**src/rtl/uart_rx_pkg.sv**
```systemverilog
package uart_rx_pkg;

  typedef enum logic [3:0] {
    ST_IDLE,
    ST_START,
    ST_DATA,
    ST_PAR,
    ST_STOP,
    ST_RESYNC,
    ST_BRKCHK,
    ST_BRKWAIT,
    ST_REARM
  } rx_state_e;

  typedef struct packed {
    logic perr;
    logic ferr;
    logic brk;
  } rx_tag_t;

endpackage

```
**src/rtl/rx_line_sync.sv**
```systemverilog
module rx_line_sync #(
  parameter int   STAGES   = 2,
  parameter logic IDLE_VAL = 1'b1
) (
  input  logic clk,
  input  logic rst,
  input  logic din,
  output logic dout
);
  logic [STAGES-1:0] chain_q;

  generate
    for (genvar g = 0; g < STAGES; g++) begin : g_stage
      if (g == 0) begin : g_first
        always_ff @(posedge clk) begin
          if (rst) chain_q[g] <= IDLE_VAL;
          else     chain_q[g] <= din;
        end
      end else begin : g_rest
        always_ff @(posedge clk) begin
          if (rst) chain_q[g] <= IDLE_VAL;
          else     chain_q[g] <= chain_q[g-1];
        end
      end
    end
  endgenerate

  assign dout = chain_q[STAGES-1];
endmodule

```
**src/rtl/rx_char_pack.sv**
```systemverilog
module rx_char_pack #(
  parameter int DW = 8,
  parameter int BW = 4
) (
  input  logic [DW-1:0] shreg,
  input  logic [BW-1:0] nbits,
  output logic [DW-1:0] data,
  output logic          ones_odd
);
  // The shift register fills from the top, so a short word sits in the
  // upper bits. Move it down to bit 0 and clear the rest.
  always_comb begin
    data = '0;
    for (int i = 0; i < DW; i++) begin
      if (i < int'(nbits)) data[i] = shreg[i + DW - int'(nbits)];
    end
  end

  assign ones_odd = ^data;
endmodule

```
**src/rtl/rx_frame_fsm.sv**
```systemverilog
module rx_frame_fsm
  import uart_rx_pkg::*;
#(
  parameter int OSR      = 16,
  parameter int DW       = 8,
  parameter int LW       = 2,
  parameter int MIN_BITS = 5
) (
  input  logic          clk,
  input  logic          rst,
  input  logic          tick,
  input  logic          rx,
  input  logic [LW-1:0] word_len,
  input  logic          par_en,
  input  logic          par_even,
  output logic          valid_q,
  output logic [DW-1:0] data_q,
  output rx_tag_t       tag_q
);
  localparam int CW   = $clog2(OSR);
  localparam int BW   = $clog2(DW + 1);
  localparam int HALF = OSR / 2;

  rx_state_e     st_q;
  logic [CW-1:0] cnt_q;
  logic [BW-1:0] bitn_q;
  logic [DW-1:0] shreg_q;
  logic          zero_q;
  logic          par_bit_q;
  logic [LW-1:0] wl_q;
  logic          pen_q;
  logic          pev_q;

  logic [BW-1:0] nbits;
  logic [DW-1:0] pk_data;
  logic          pk_odd;
  logic          perr_now;

  assign nbits = BW'(MIN_BITS) + BW'(wl_q);

  rx_char_pack #(.DW(DW), .BW(BW)) u_pack (
    .shreg    (shreg_q),
    .nbits    (nbits),
    .data     (pk_data),
    .ones_odd (pk_odd)
  );

  // even: total ones must be even; odd: total ones must be odd
  assign perr_now = pen_q & (pk_odd ^ par_bit_q ^ ~pev_q);

  always_ff @(posedge clk) begin
    if (rst) begin
      st_q      <= ST_IDLE;
      cnt_q     <= '0;
      bitn_q    <= '0;
      shreg_q   <= '0;
      zero_q    <= 1'b1;
      par_bit_q <= 1'b0;
      wl_q      <= '0;
      pen_q     <= 1'b0;
      pev_q     <= 1'b0;
      valid_q   <= 1'b0;
      data_q    <= '0;
      tag_q     <= '0;
    end else begin
      valid_q <= 1'b0;
      if (tick) begin
        unique case (st_q)
          ST_IDLE: begin
            if (!rx) begin
              st_q      <= ST_START;
              cnt_q     <= CW'(1);
              wl_q      <= word_len;
              pen_q     <= par_en;
              pev_q     <= par_even;
              par_bit_q <= 1'b0;
            end
          end
          ST_START: begin
            if (cnt_q == CW'(HALF - 1)) begin
              if (rx) begin
                st_q <= ST_IDLE;
              end else begin
                st_q   <= ST_DATA;
                cnt_q  <= '0;
                bitn_q <= '0;
                zero_q <= 1'b1;
              end
            end else begin
              cnt_q <= cnt_q + 1'b1;
            end
          end
          ST_DATA: begin
            if (cnt_q == CW'(OSR - 1)) begin
              cnt_q   <= '0;
              shreg_q <= {rx, shreg_q[DW-1:1]};
              zero_q  <= zero_q & ~rx;
              bitn_q  <= bitn_q + 1'b1;
              if (bitn_q == nbits - 1'b1) st_q <= pen_q ? ST_PAR : ST_STOP;
            end else begin
              cnt_q <= cnt_q + 1'b1;
            end
          end
          ST_PAR: begin
            if (cnt_q == CW'(OSR - 1)) begin
              cnt_q     <= '0;
              par_bit_q <= rx;
              zero_q    <= zero_q & ~rx;
              st_q      <= ST_STOP;
            end else begin
              cnt_q <= cnt_q + 1'b1;
            end
          end
          ST_STOP: begin
            if (cnt_q == CW'(OSR - 1)) begin
              cnt_q <= '0;
              if (rx) begin
                valid_q <= 1'b1;
                data_q  <= pk_data;
                tag_q   <= '{perr: perr_now, ferr: 1'b0, brk: 1'b0};
                st_q    <= ST_IDLE;
              end else if (zero_q) begin
                st_q <= ST_BRKCHK;
              end else begin
                valid_q <= 1'b1;
                data_q  <= pk_data;
                tag_q   <= '{perr: perr_now, ferr: 1'b1, brk: 1'b0};
                st_q    <= ST_RESYNC;
              end
            end else begin
              cnt_q <= cnt_q + 1'b1;
            end
          end
          ST_RESYNC: begin
            if (!rx) begin
              st_q      <= ST_DATA;
              cnt_q     <= CW'(1);
              bitn_q    <= '0;
              zero_q    <= 1'b1;
              par_bit_q <= 1'b0;
            end else begin
              st_q <= ST_IDLE;
            end
          end
          ST_BRKCHK: begin
            if (rx) begin
              valid_q <= 1'b1;
              data_q  <= pk_data;
              tag_q   <= '{perr: perr_now, ferr: 1'b1, brk: 1'b0};
              st_q    <= ST_IDLE;
            end else if (cnt_q == CW'(HALF)) begin
              valid_q <= 1'b1;
              data_q  <= '0;
              tag_q   <= '{perr: 1'b0, ferr: 1'b0, brk: 1'b1};
              st_q    <= ST_BRKWAIT;
            end else begin
              cnt_q <= cnt_q + 1'b1;
            end
          end
          ST_BRKWAIT: begin
            if (rx) begin
              st_q  <= ST_REARM;
              cnt_q <= CW'(1);
            end
          end
          ST_REARM: begin
            if (!rx)                         cnt_q <= '0;
            else if (cnt_q == CW'(HALF - 1)) st_q  <= ST_IDLE;
            else                             cnt_q <= cnt_q + 1'b1;
          end
          default: st_q <= ST_IDLE;
        endcase
      end
    end
  end

  p_state_gated_r11: assert property (@(posedge clk) disable iff (rst)
    !tick |=> $stable(st_q))
    else $error("state moved without a baud tick");

  p_valid_pulse_r9: assert property (@(posedge clk) disable iff (rst)
    valid_q |=> !valid_q)
    else $error("character strobe longer than one clock");

  p_break_tags_r7: assert property (@(posedge clk) disable iff (rst)
    (valid_q && tag_q.brk) |-> (data_q == '0 && !tag_q.ferr && !tag_q.perr))
    else $error("break character malformed");

  p_perr_needs_en_r4: assert property (@(posedge clk) disable iff (rst)
    (valid_q && tag_q.perr) |-> pen_q)
    else $error("parity error with parity disabled");

  p_upper_zero_r3: assert property (@(posedge clk) disable iff (rst)
    (valid_q && wl_q == '0) |-> (data_q[DW-1:MIN_BITS] == '0))
    else $error("upper data bits not cleared");

  p_rearm_silent_r8: assert property (@(posedge clk) disable iff (rst)
    (st_q == ST_REARM || st_q == ST_BRKWAIT) |=> !valid_q)
    else $error("push while waiting for idle after break");

  p_break_leaves_r7: assert property (@(posedge clk) disable iff (rst)
    (valid_q && tag_q.brk) |-> (st_q == ST_BRKWAIT))
    else $error("break pushed outside break handling");
endmodule

```
**src/rtl/serial_rx_engine.sv**
```systemverilog
module serial_rx_engine
  import uart_rx_pkg::*;
#(
  parameter int OSR         = 16,
  parameter int DATA_W      = 8,
  parameter int LEN_W       = 2,
  parameter int MIN_BITS    = 5,
  parameter int SYNC_STAGES = 2
) (
  input  logic              clk,
  input  logic              rst,
  input  logic              baud_tick,
  input  logic              rxd,
  input  logic [LEN_W-1:0]  word_len,
  input  logic              parity_en,
  input  logic              parity_even,
  output logic              rx_valid,
  output logic [DATA_W-1:0] rx_data,
  output logic              rx_perr,
  output logic              rx_ferr,
  output logic              rx_brk
);
  logic    rx_s;
  rx_tag_t tag;

  rx_line_sync #(.STAGES(SYNC_STAGES), .IDLE_VAL(1'b1)) u_sync (
    .clk  (clk),
    .rst  (rst),
    .din  (rxd),
    .dout (rx_s)
  );

  rx_frame_fsm #(
    .OSR      (OSR),
    .DW       (DATA_W),
    .LW       (LEN_W),
    .MIN_BITS (MIN_BITS)
  ) u_fsm (
    .clk      (clk),
    .rst      (rst),
    .tick     (baud_tick),
    .rx       (rx_s),
    .word_len (word_len),
    .par_en   (parity_en),
    .par_even (parity_even),
    .valid_q  (rx_valid),
    .data_q   (rx_data),
    .tag_q    (tag)
  );

  assign rx_perr = tag.perr;
  assign rx_ferr = tag.ferr;
  assign rx_brk  = tag.brk;

  p_reset_quiet_r1: assert property (@(posedge clk)
    $past(rst) |-> (!rx_valid && rx_data == '0 && !rx_perr && !rx_ferr && !rx_brk))
    else $error("outputs not cleared by reset");
endmodule

```
**config.mk**
```make
export PLATFORM = sky130hd
export DESIGN_NAME = serial_rx_engine
export DESIGN_NICKNAME = d
export VERILOG_FILES = /design/src/rtl/uart_rx_pkg.sv /design/src/rtl/rx_line_sync.sv /design/src/rtl/rx_char_pack.sv /design/src/rtl/rx_frame_fsm.sv /design/src/rtl/serial_rx_engine.sv
export SDC_FILE = /design/constraint.sdc
export NUM_CORES = 1
export LEC_CHECK = 0
export BUFFER_PORTS_ARGS = -buffer_cell sky130_fd_sc_hd__buf_2
export CORE_MARGIN = 2
export CORE_UTILIZATION = 50
export CTS_CLUSTER_SIZE = 28
export DETAILED_ROUTE_END_ITERATION = 7
export PLACE_DENSITY = 0.68
export RECOVER_POWER = 100
export SYNTH_ARGS = -nofsm -noshare
export SYNTH_HDL_FRONTEND = slang
export SYNTH_HIERARCHICAL = 1
export SYNTH_SLANG_ARGS = --single-unit
```
**constraint.sdc**
```tcl
create_clock -name clk -period 8.5 [get_ports clk]
set_clock_uncertainty 0.2 [all_clocks]
set_input_delay 0.85 -clock clk [delete_from_list [all_inputs] [get_ports clk]]
set_output_delay 0.85 -clock clk [all_outputs]
set_load 0.01 [all_outputs]
```
==> metrics.txt, run 1 <==
status complete, but fails checks; failing checks max-capacitance violations, max-slew violations; Bufs and invs on worst path 1; global-route wire length before repair 10800 um; Hold Crit Start u_sync/chain_q[0]; critical path's largest stage delay 0.45 ns; Tmin final about 3.5 ns; RSZ-0062 raised after global routing false; Mapped Cells ~330; filler cell count 543; cell family with most CP delay XOR/XNOR gates; layout cells sized above 1 9.70%; CTS tree built; Max Clk Rate 284 MHz; fin nets 346; Worst-Skew Late Latency 0.29 ns; Synth cell types 76; Hold Path Sink u_sync/dout; Die Ht 79.1 um; HP Class reg -> reg; HPWL after DPL 4310 um; row cnt 27; Via density 5.82; CP max FO 7; crit-path cells ha_1 -> inv_1 -> ha_1 -> mux4_2 -> mux2i_1 -> nor2_2 -> xnor3_1 -> xnor3_1 -> xor2_1 -> xnor2_1 -> nand4_1 -> o21ai_0; syn nets around 340; area of the core 0.00547 mm^2; Max Slew Vio Count 42; Antenna Violating Nets Remaining 0; Peak VDD IR 0.0737 mV; area delta synth->final 5.15%; Reg area 801 um^2; crit path DAT 3.54 ns; MaxCap Viol Count 1; post-cts sizing count 0; Die W 79.1 um; WL/cell 15.5 um; FF-to-FF Start u_fsm/wl_q[0]; largest net degree at the start of global routing 42; startpoint types register; fin util between 50% and 60%; max_slew headroom -6.14%; vias in the first global route around 2200; ranking of synthesized cells by area dfxtp_1, mux2i_1, nand2_1; clk buf depth 2; Lkg Pwr 1.17 nW; final number of hold-violating endpoints 0; Yosys warning total 6; DR iter-0 viols between 100 and 150; Post-Syn Area 0.00282 mm^2; Remaining DRCs 0; #FFs+latches synth 40; Yosys top cell by area dfxtp_1; grt total ovfl 0; syn_area_per_cell 8.67 um^2; dominant synthesized flop cell dfxtp_1; Total Routing Usage GR 21.6%; post-route cell area 0.00296 mm^2; Worst R2R End u_fsm/tag_q[2]; critical path class reg -> reg; Post-DP Area 0.00288 mm^2; post-cts hold buffer count 0; via count 2341; Diodes inserted 0; Fin Setup TNS 0 ns; number of synthesized flops with an enable pin 0; drt total wl 6220 um; clk slew on worst S/H paths approximately 0.090 ns; Initial Util 51.5%; input/output buffers 19; data required time of the worst path 8.52 ns; IO Pins 20; slowest library cell on the worst path ha_1; final period utilization between 40% and 50%; Slew @ Worst Pin ~1.6 ns; CP Launch Point u_fsm/wl_q[0]; Final Wtd Congestion a little over 0.8; die area 0.00625 mm^2; initial antenna violation count 0; clock sink count 40; CTS buffer count 5; clock root cell clkbuf_8; PD cells 127 mW/mm^2; Post-CTS Setup Inserts 0; hold depth 1; Reg2Reg Depth 12; worst-case hold slack 0.213 ns; Multi-input gate area 0.00182 mm^2; fraction of registers with async set/reset 0%; Setup-failing EPs final 0; H-tree levels 2; sequential area share after synthesis 28.4%; Synth top area share 28.4%; Total Power 0.000378 W; Setup crit end kind register; r2r setup slk 4.97 ns; DRT Pass-1 Iters 4
## worst register-to-register path, delay by kind of cell (launching register included)
kind	cells	cell delay, ns
multiplexers	2	0.60
XOR/XNOR	4	1.06
flip-flops	1	0.36
AO/OA/AOI/OAI	1	0.10
adder cells (fa/ha/maj)	2	0.82
AND/OR/NAND/NOR	2	0.19
buffers and inverters	1	0.13
## power by group
part / total (W) / internal [W] / switching [W]
sequential: 0.000192 / 0.000189 / 0.00000320
combinational: 0.0000260 / 0.0000109 / 0.0000151
clock: 0.000160 / 0.0000885 / 0.0000711
total: 0.000378 / 0.000288 / 0.0000894
## cell usage after synthesis (all sizes together), types with 9 or more instances
cell and n:
buf 15, nand2b 14, ha 9, nand3 14
mux2i 15, inv 12, a21oi 23, nor2 21
nand2 35, o21ai 17, dfxtp 40
## cell usage in the layout (no fill, tap or decap), types with 6 or more instances in the layout
cell	count
o21ai_0	16
nand3_1	14
clkbuf_1	14
nand2b_1	14
nor2b_1	6
nor2_1	20
xnor2_1	6
dfxtp_1	40
buf_2	6
inv_1	12
nand2_1	34
mux2i_1	15
ha_1	9
a21oi_1	21
## stage by stage
stage,std cells,worst slack (ns)
detailed placement,394,5.06
finish,402,4.97
floorplan,325,5.32
global route,402,4.72
global placement,394,5.17
CTS,402,5.05
## cell type report
| type | instances | area share, % |
|---|---|---|
| Inverter | 13 | 1.69 |
| Sequential cell | 40 | 27.0 |
| Tap cell | 72 | 3.04 |
| Clock buffer | 5 | 2.32 |
| Clock inverter | 3 | 1.60 |
| Timing Repair Buffer | 20 | 2.79 |
| Multi-Input combinational cell | 249 | 61.5 |
## how the worst max path moves through the flow
stage                           endpoint  slack (ns)  depth (start not counted)
after global placement    u_fsm/tag_q[2]        5.17                         12
after floorplan           u_fsm/tag_q[2]        5.32                         12
after detailed placement  u_fsm/tag_q[2]        5.06                         12
after CTS                 u_fsm/tag_q[2]        5.05                         12
after global routing      u_fsm/tag_q[2]        4.72                         12
final                     u_fsm/tag_q[2]        4.97                         12
## sequential cells by signal (all words and copies together) (netlist names)
signal / cells
u_fsm/valid_q: 1
u_sync/dout: 1
u_fsm/tag_q: 3
u_fsm/data_q: 8
u_fsm/cnt_q: 4
u_fsm/wl_q: 2
u_fsm/par_bit_q: 1
u_fsm/pev_q: 1
u_sync/chain_q: 1
u_fsm/zero_q: 1
u_fsm/st_q: 4
u_fsm/bitn_q: 4
u_fsm/shreg_q: 8
u_fsm/pen_q: 1
## routing by layer
layer,global-route usage (%),up-vias,part of all wire (%)
met5,0,-,0
li1,-,1198,-
met1,30.6,1109,50
met2,34.8,32,47
met3,3.52,2,2.6
met4,4.14,0,0.43
## cells by family after synthesis
| group | after synthesis | synth area share (%) |
|---|---|---|
| simple gates | 127 | 25.3 |
| compound gates | 77 | 18.1 |
| flops | 40 | 28.4 |
| buf+inv | 36 | 6.31 |
| mux | 25 | 13.5 |
| xor+xnor | 11 | 4.40 |
| fa+ha+maj | 9 | 4.00 |
Power figures use the tool's default switching activity.
==> run 2: changes to the inputs <==
Clock period 8.5 ns to 3.6 ns, I/O delays scaled along.
==> metrics.txt, run 2 (synthesis gave the netlist of run 1 again) <==
status complete, but fails checks; failing checks max-capacitance violations, max-slew violations; global-route wire length before repair 10500 um (-2.8%); grt total ovfl 0 (unchanged); IO Pins 20 (unchanged); Initial Util 51.5% (unchanged); Die W 79.1 um (unchanged); leading cell type in the layout, fill and taps excluded dfxtp_1; max_slew headroom -11.7% (-5.5 points); critical path class reg -> reg; Largest regs u_fsm/data_q (8), u_fsm/shreg_q (8); highest-count cells in the layout ignoring fill and taps dfxtp_1, nand2_1, a21oi_1; HPWL after DPL 4330 um (+0.36%); DR iter-0 viols 188 (+39%); Lkg Pwr 1.18 nW (+1.2%); worst-case hold slack 0.0350 ns (-0.178 ns); CTS buffer count 5 (unchanged); CP max FO 6 (-1); data required time of the worst path 3.61 ns (-4.91 ns); crit path DAT 3.28 ns (-0.26 ns); Setup crit end kind register; PD cells 301 mW/mm^2 (+140%); Diodes inserted 0 (unchanged); Post-CTS Setup Inserts 0 (unchanged); Die Ht 79.1 um (unchanged); via count 2409 (+2.9%); CTS tree built; H-tree levels 2 (unchanged); post-cts sizing count 0 (unchanged); clock sink count 40 (unchanged); input/output buffers 19 (unchanged); Slew @ Worst Pin 1.68 ns (+0.0831 ns); MaxCap Viol Count 1 (unchanged); post-cts hold buffer count 0 (unchanged); FF-to-FF Start u_fsm/wl_q[0]; Post-DP Area 0.00291 mm^2 (+0.78%); startpoint types register; Fin Setup TNS 0 ns (unchanged); row cnt 27 (unchanged); HP Class in -> reg; DRT Pass-1 Iters 4 (unchanged); fin nets 349 (+0.87%); clock root cell clkbuf_8; dpl ws 0.336 ns (-4.73 ns); WL/cell 15.2 um (-1.8%); final period utilization 90.8% (+49 points); Remaining DRCs 0 (unchanged); Worst R2R End u_fsm/tag_q[2]; Via density 5.95 (+2.1%); clk buf depth 2 (unchanged); r2r setup slk 0.33 ns (-4.64 ns); post-route cell area 0.00300 mm^2 (+1.1%); Final Wtd Congestion 0.847 (+3.8%); largest net degree at the start of global routing 42 (unchanged); Setup-failing EPs final 0 (unchanged); layout cells sized above 1 10.5% (+0.81 points); die area 0.00625 mm^2 (unchanged); drt total wl 6150 um (-1.1%); Hold Path Sink u_sync/chain_q[0]; Hold Crit Start rxd; clk slew on worst S/H paths 0.08 ns (about the same); Antenna Violating Nets Remaining 0 (unchanged); Total Routing Usage GR 21.0% (-0.52 points); area of the core 0.00547 mm^2 (unchanged); Max Clk Rate 306 MHz (+7.9%); Max Slew Vio Count 42 (unchanged); vias in the first global route 2137 (-0.84%); area delta synth->final 6.35%; setup ws final 0.331 ns (-4.64 ns); RSZ-0062 raised after global routing false; Tmin final 3.27 ns (-0.259 ns); Total Power 0.000901 W (+140%); Worst-Skew Late Latency 0.30 ns (about the same); Peak VDD IR 0.154 mV (+110%); hold depth 2 (+1); initial antenna violation count 0 (unchanged); Reg2Reg Depth 12 (unchanged); final number of hold-violating endpoints 0 (unchanged)
## run 2: cell types whose count changed in the layout (fill, tap and decap cells not counted)
cell        delta
inv_6          +1
mux2_1         +1
clkinv_4       -2
mux2i_1        -1
buf_4          +3
mux2i_4        +1
mux2_2         -1
clkinvlp_4     +1
## run 2: how the worst max path moves through the flow
stage                             start             end  slack, ns  cells after the start
after CTS                 u_fsm/wl_q[0]  u_fsm/tag_q[2]       0.32                     12
after floorplan           u_fsm/wl_q[0]  u_fsm/tag_q[2]       0.42                     12
final                     u_fsm/wl_q[0]  u_fsm/tag_q[2]       0.33                     12
after global routing      u_fsm/wl_q[0]  u_fsm/tag_q[2]       0.14                     12
after detailed placement  u_fsm/wl_q[0]  u_fsm/tag_q[2]       0.34                     12
after global placement    u_fsm/wl_q[0]  u_fsm/tag_q[2]       0.46                     12
## run 2: worst max-delay path, stage by stage, from the launching register on
cell,delay [ns]
dfxtp_1,0.36
ha_1,0.32
inv_1,0.08
ha_1,0.37
mux4_2,0.36
mux2i_4,0.19
nor2_2,0.07
xnor3_1,0.33
xnor3_1,0.39
xor2_1,0.17
xnor2_1,0.13
nand4_1,0.10
o21ai_0,0.12
## run 2: where the power goes
group	total (W)	switching, W	leakage, nW	internal [W]
combinational	0.0000636	0.0000367	0.803	0.0000268
sequential	0.000453	0.00000737	0.323	0.000446
clock	0.000384	0.000175	0.0548	0.000209
total	0.000901	0.000219	1.18	0.000681
## run 2: per-layer routing
metal  track usage, %  up-vias  wire, um
li1                 -     1198         -
met1             29.4     1153      3020
met2             33.3       51      2840
met3             3.75        7       200
met4             6.21        0        87
met5                0        -         0
## run 2: per-stage QoR
step / std cells / utilization (%)
after floorplan: 325 / -
after global placement: 397 / 53.1
after detailed placement: 397 / 53.1
after CTS: 405 / 55.2
after global routing: 405 / 54.8
final: 405 / 54.8
## run 2: final cells by class
class / count / area [um^2]
clock buffer: 5 / 68.8
inverter: 13 / 50.0
multi-input combinational: 249 / 1840
sequential: 40 / 801
fill: 538 / 2480
tap: 72 / 90.1
timing repair buffer: 23 / 105
clock inverter: 3 / 46.3
==> run 3: changes to the inputs <==
Settings changed: CORE_UTILIZATION 50 to 54, PLACE_DENSITY 0.68 to 0.73.
==> metrics.txt, run 3 (synthesis gave the netlist of run 1 again) <==
status complete, but fails checks; failing checks max-capacitance violations, max-slew violations; highest-count cells in the layout ignoring fill and taps dfxtp_1, nand2_1, a21oi_1; area of the core 0.00507 mm^2 (-7.3%); vias in the first global route 2116 (-0.98%); RSZ-0062 raised after global routing false; global-route wire length before repair 10200 um (-2.5%); HPWL after DPL 4170 um (-3.6%); Initial Util 55.5% (+4.0 points); MaxCap Viol Count 1 (unchanged); Total Routing Usage GR 21.3% (+0.31 points); DRT Pass-1 Iters 4 (unchanged); via count 2405 (-0.17%); final number of hold-violating endpoints 0 (unchanged); Die W 76.2 um (-3.6%); Tmin final 3.33 ns (+0.0571 ns); crit path DAT 3.35 ns (+0.07 ns); filler cell count 467 (-13%); Largest regs u_fsm/data_q (8), u_fsm/shreg_q (8); Via density 5.97 (+0.33%); slowest library cell on the worst path xnor3_1; die area 0.00581 mm^2 (-7.0%); layout cells sized above 1 10.8% (+0.30 points); NetSw 0.000212 W (-3.2%); critical path's largest stage delay 0.39 ns (about the same); DR iter-0 viols 187 (-0.53%); Max Clk Rate 301 MHz (-1.7%); Antenna Violating Nets Remaining 0 (unchanged); data required time of the worst path 3.62 ns (about the same); largest net degree at the start of global routing 42 (unchanged); placed cells 395 (-0.50%); Max Slew Vio Count 42 (unchanged); Final Wtd Congestion 0.843 (-0.45%); hold depth 2 (unchanged); CP max FO 6 (unchanged); crit-path cells ha_1 -> inv_1 -> ha_1 -> mux4_2 -> mux2i_2 -> nor2_2 -> xnor3_1 -> xnor3_1 -> xor2_1 -> xnor2_1 -> nand4_1 -> o21ai_0; row cnt 26 (-3.7%); grt total ovfl 0 (unchanged); post-cts sizing count 0 (unchanged); clk buf depth 2 (unchanged); post-cts hold buffer count 0 (unchanged); critical path class reg -> reg; clk slew on worst S/H paths 0.09 ns (about the same); Clock Power Share 42.0% (-0.6 points); Lkg Pwr 1.18 nW (-0.25%); input/output buffers 19 (unchanged); Setup crit end kind register; Total Power 0.000890 W (-1.2%); max_slew headroom -12.6% (-0.90 points); area delta synth->final 5.82%; clock root cell clkbuf_8; Int Pwr 0.000678 W (-0.56%); WL/cell 15.1 um (-0.53%); Reg area 801 um^2 (unchanged); Multi-input gate area 0.00183 mm^2 (-0.48%); worst-case hold slack 0.0375 ns (+0.00245 ns); initial antenna violation count 0 (unchanged); IO Pins 20 (unchanged); startpoint types register; HP Class in -> reg; clock sink count 40 (unchanged); leading cell type in the layout, fill and taps excluded dfxtp_1; final period utilization 92.4% (+1.6 points); CTS tree built; Remaining DRCs 0 (unchanged); H-tree levels 2 (unchanged); Peak VDD IR 0.141 mV (-8.6%); Worst-Skew Late Latency 0.30 ns (about the same); r2r setup slk 0.27 ns (-0.06 ns); Diodes inserted 0 (unchanged); Die Ht 76.2 um (-3.6%); Finished Layout Cells 403 (-0.49%); Post-CTS Setup Inserts 0 (unchanged); Comb power frac 7.1% (about the same); switching share of power 23.8% (-0.50 points); Fin Setup TNS 0 ns (unchanged); Slew @ Worst Pin 1.69 ns (+0.0136 ns); drt total wl 6090 um (-1.0%); CTS buffer count 5 (unchanged); register share of total power 50.9% (+0.6 points); Setup-failing EPs final 0 (unchanged); Post-DP Area 0.00290 mm^2 (about the same); PD cells 298 mW/mm^2 (-0.71%); Reg2Reg Depth 12 (unchanged); fin nets 349 (unchanged); post-route cell area 0.00298 mm^2 (-0.50%)
[run 3: critical path, delay by kind of cell, from the launching register on]
| family | cells | cell delay [ns] |
|---|---|---|
| compound gates | 1 | 0.10 |
| simple gates | 2 | 0.18 |
| flops | 1 | 0.36 |
| fa+ha+maj | 2 | 0.69 |
| xor+xnor | 4 | 1.03 |
| mux | 2 | 0.60 |
| buf+inv | 1 | 0.09 |
[run 3: metal layers]
metal	vias up	share of wire [%]	track usage (%)
met4	0	1.5	7.09
met2	55	45	32.6
met5	-	0	0
met3	8	4.8	5.45
met1	1150	49	29.5
li1	1192	-	-
[run 3: layout make-up]
cell class	instances	area share, %
Clock inverter	3	1.43
Clock buffer	5	2.31
Timing Repair Buffer	23	3.52
Inverter	13	1.68
Tap cell	70	2.94
Sequential cell	40	26.9
Multi-Input combinational cell	249	61.3
[run 3: final timing paths]
| path | from | endpoint |
|---|---|---|
| worst min register to register | u_sync/chain_q[0] | u_sync/dout |
| worst max-delay path | u_fsm/wl_q[0] | u_fsm/tag_q[2] |
| worst min-delay path | rxd | u_sync/chain_q[0] |
| worst max register to register | u_fsm/wl_q[0] | u_fsm/tag_q[2] |
[run 3: power groups by stage]
stage	Clock, W	Sequential [W]	Combinational [W]
after floorplan	0	0.000458	0.0000539
after global placement	0	0.000463	0.0000626
after detailed placement	0	0.000463	0.0000631
after CTS	0.000383	0.000453	0.0000636
after global routing	0.000394	0.000454	0.0000699
final	0.000373	0.000453	0.0000633
[run 3: per-stage QoR]
| step | util (%) | worst slack (ns) |
|---|---|---|
| after floorplan | - | 0.420 |
| after global placement | 57.2 | 0.462 |
| after detailed placement | 57.2 | 0.379 |
| after CTS | 59.4 | 0.323 |
| after global routing | 58.8 | 0.0678 |
| final | 58.8 | 0.274 |
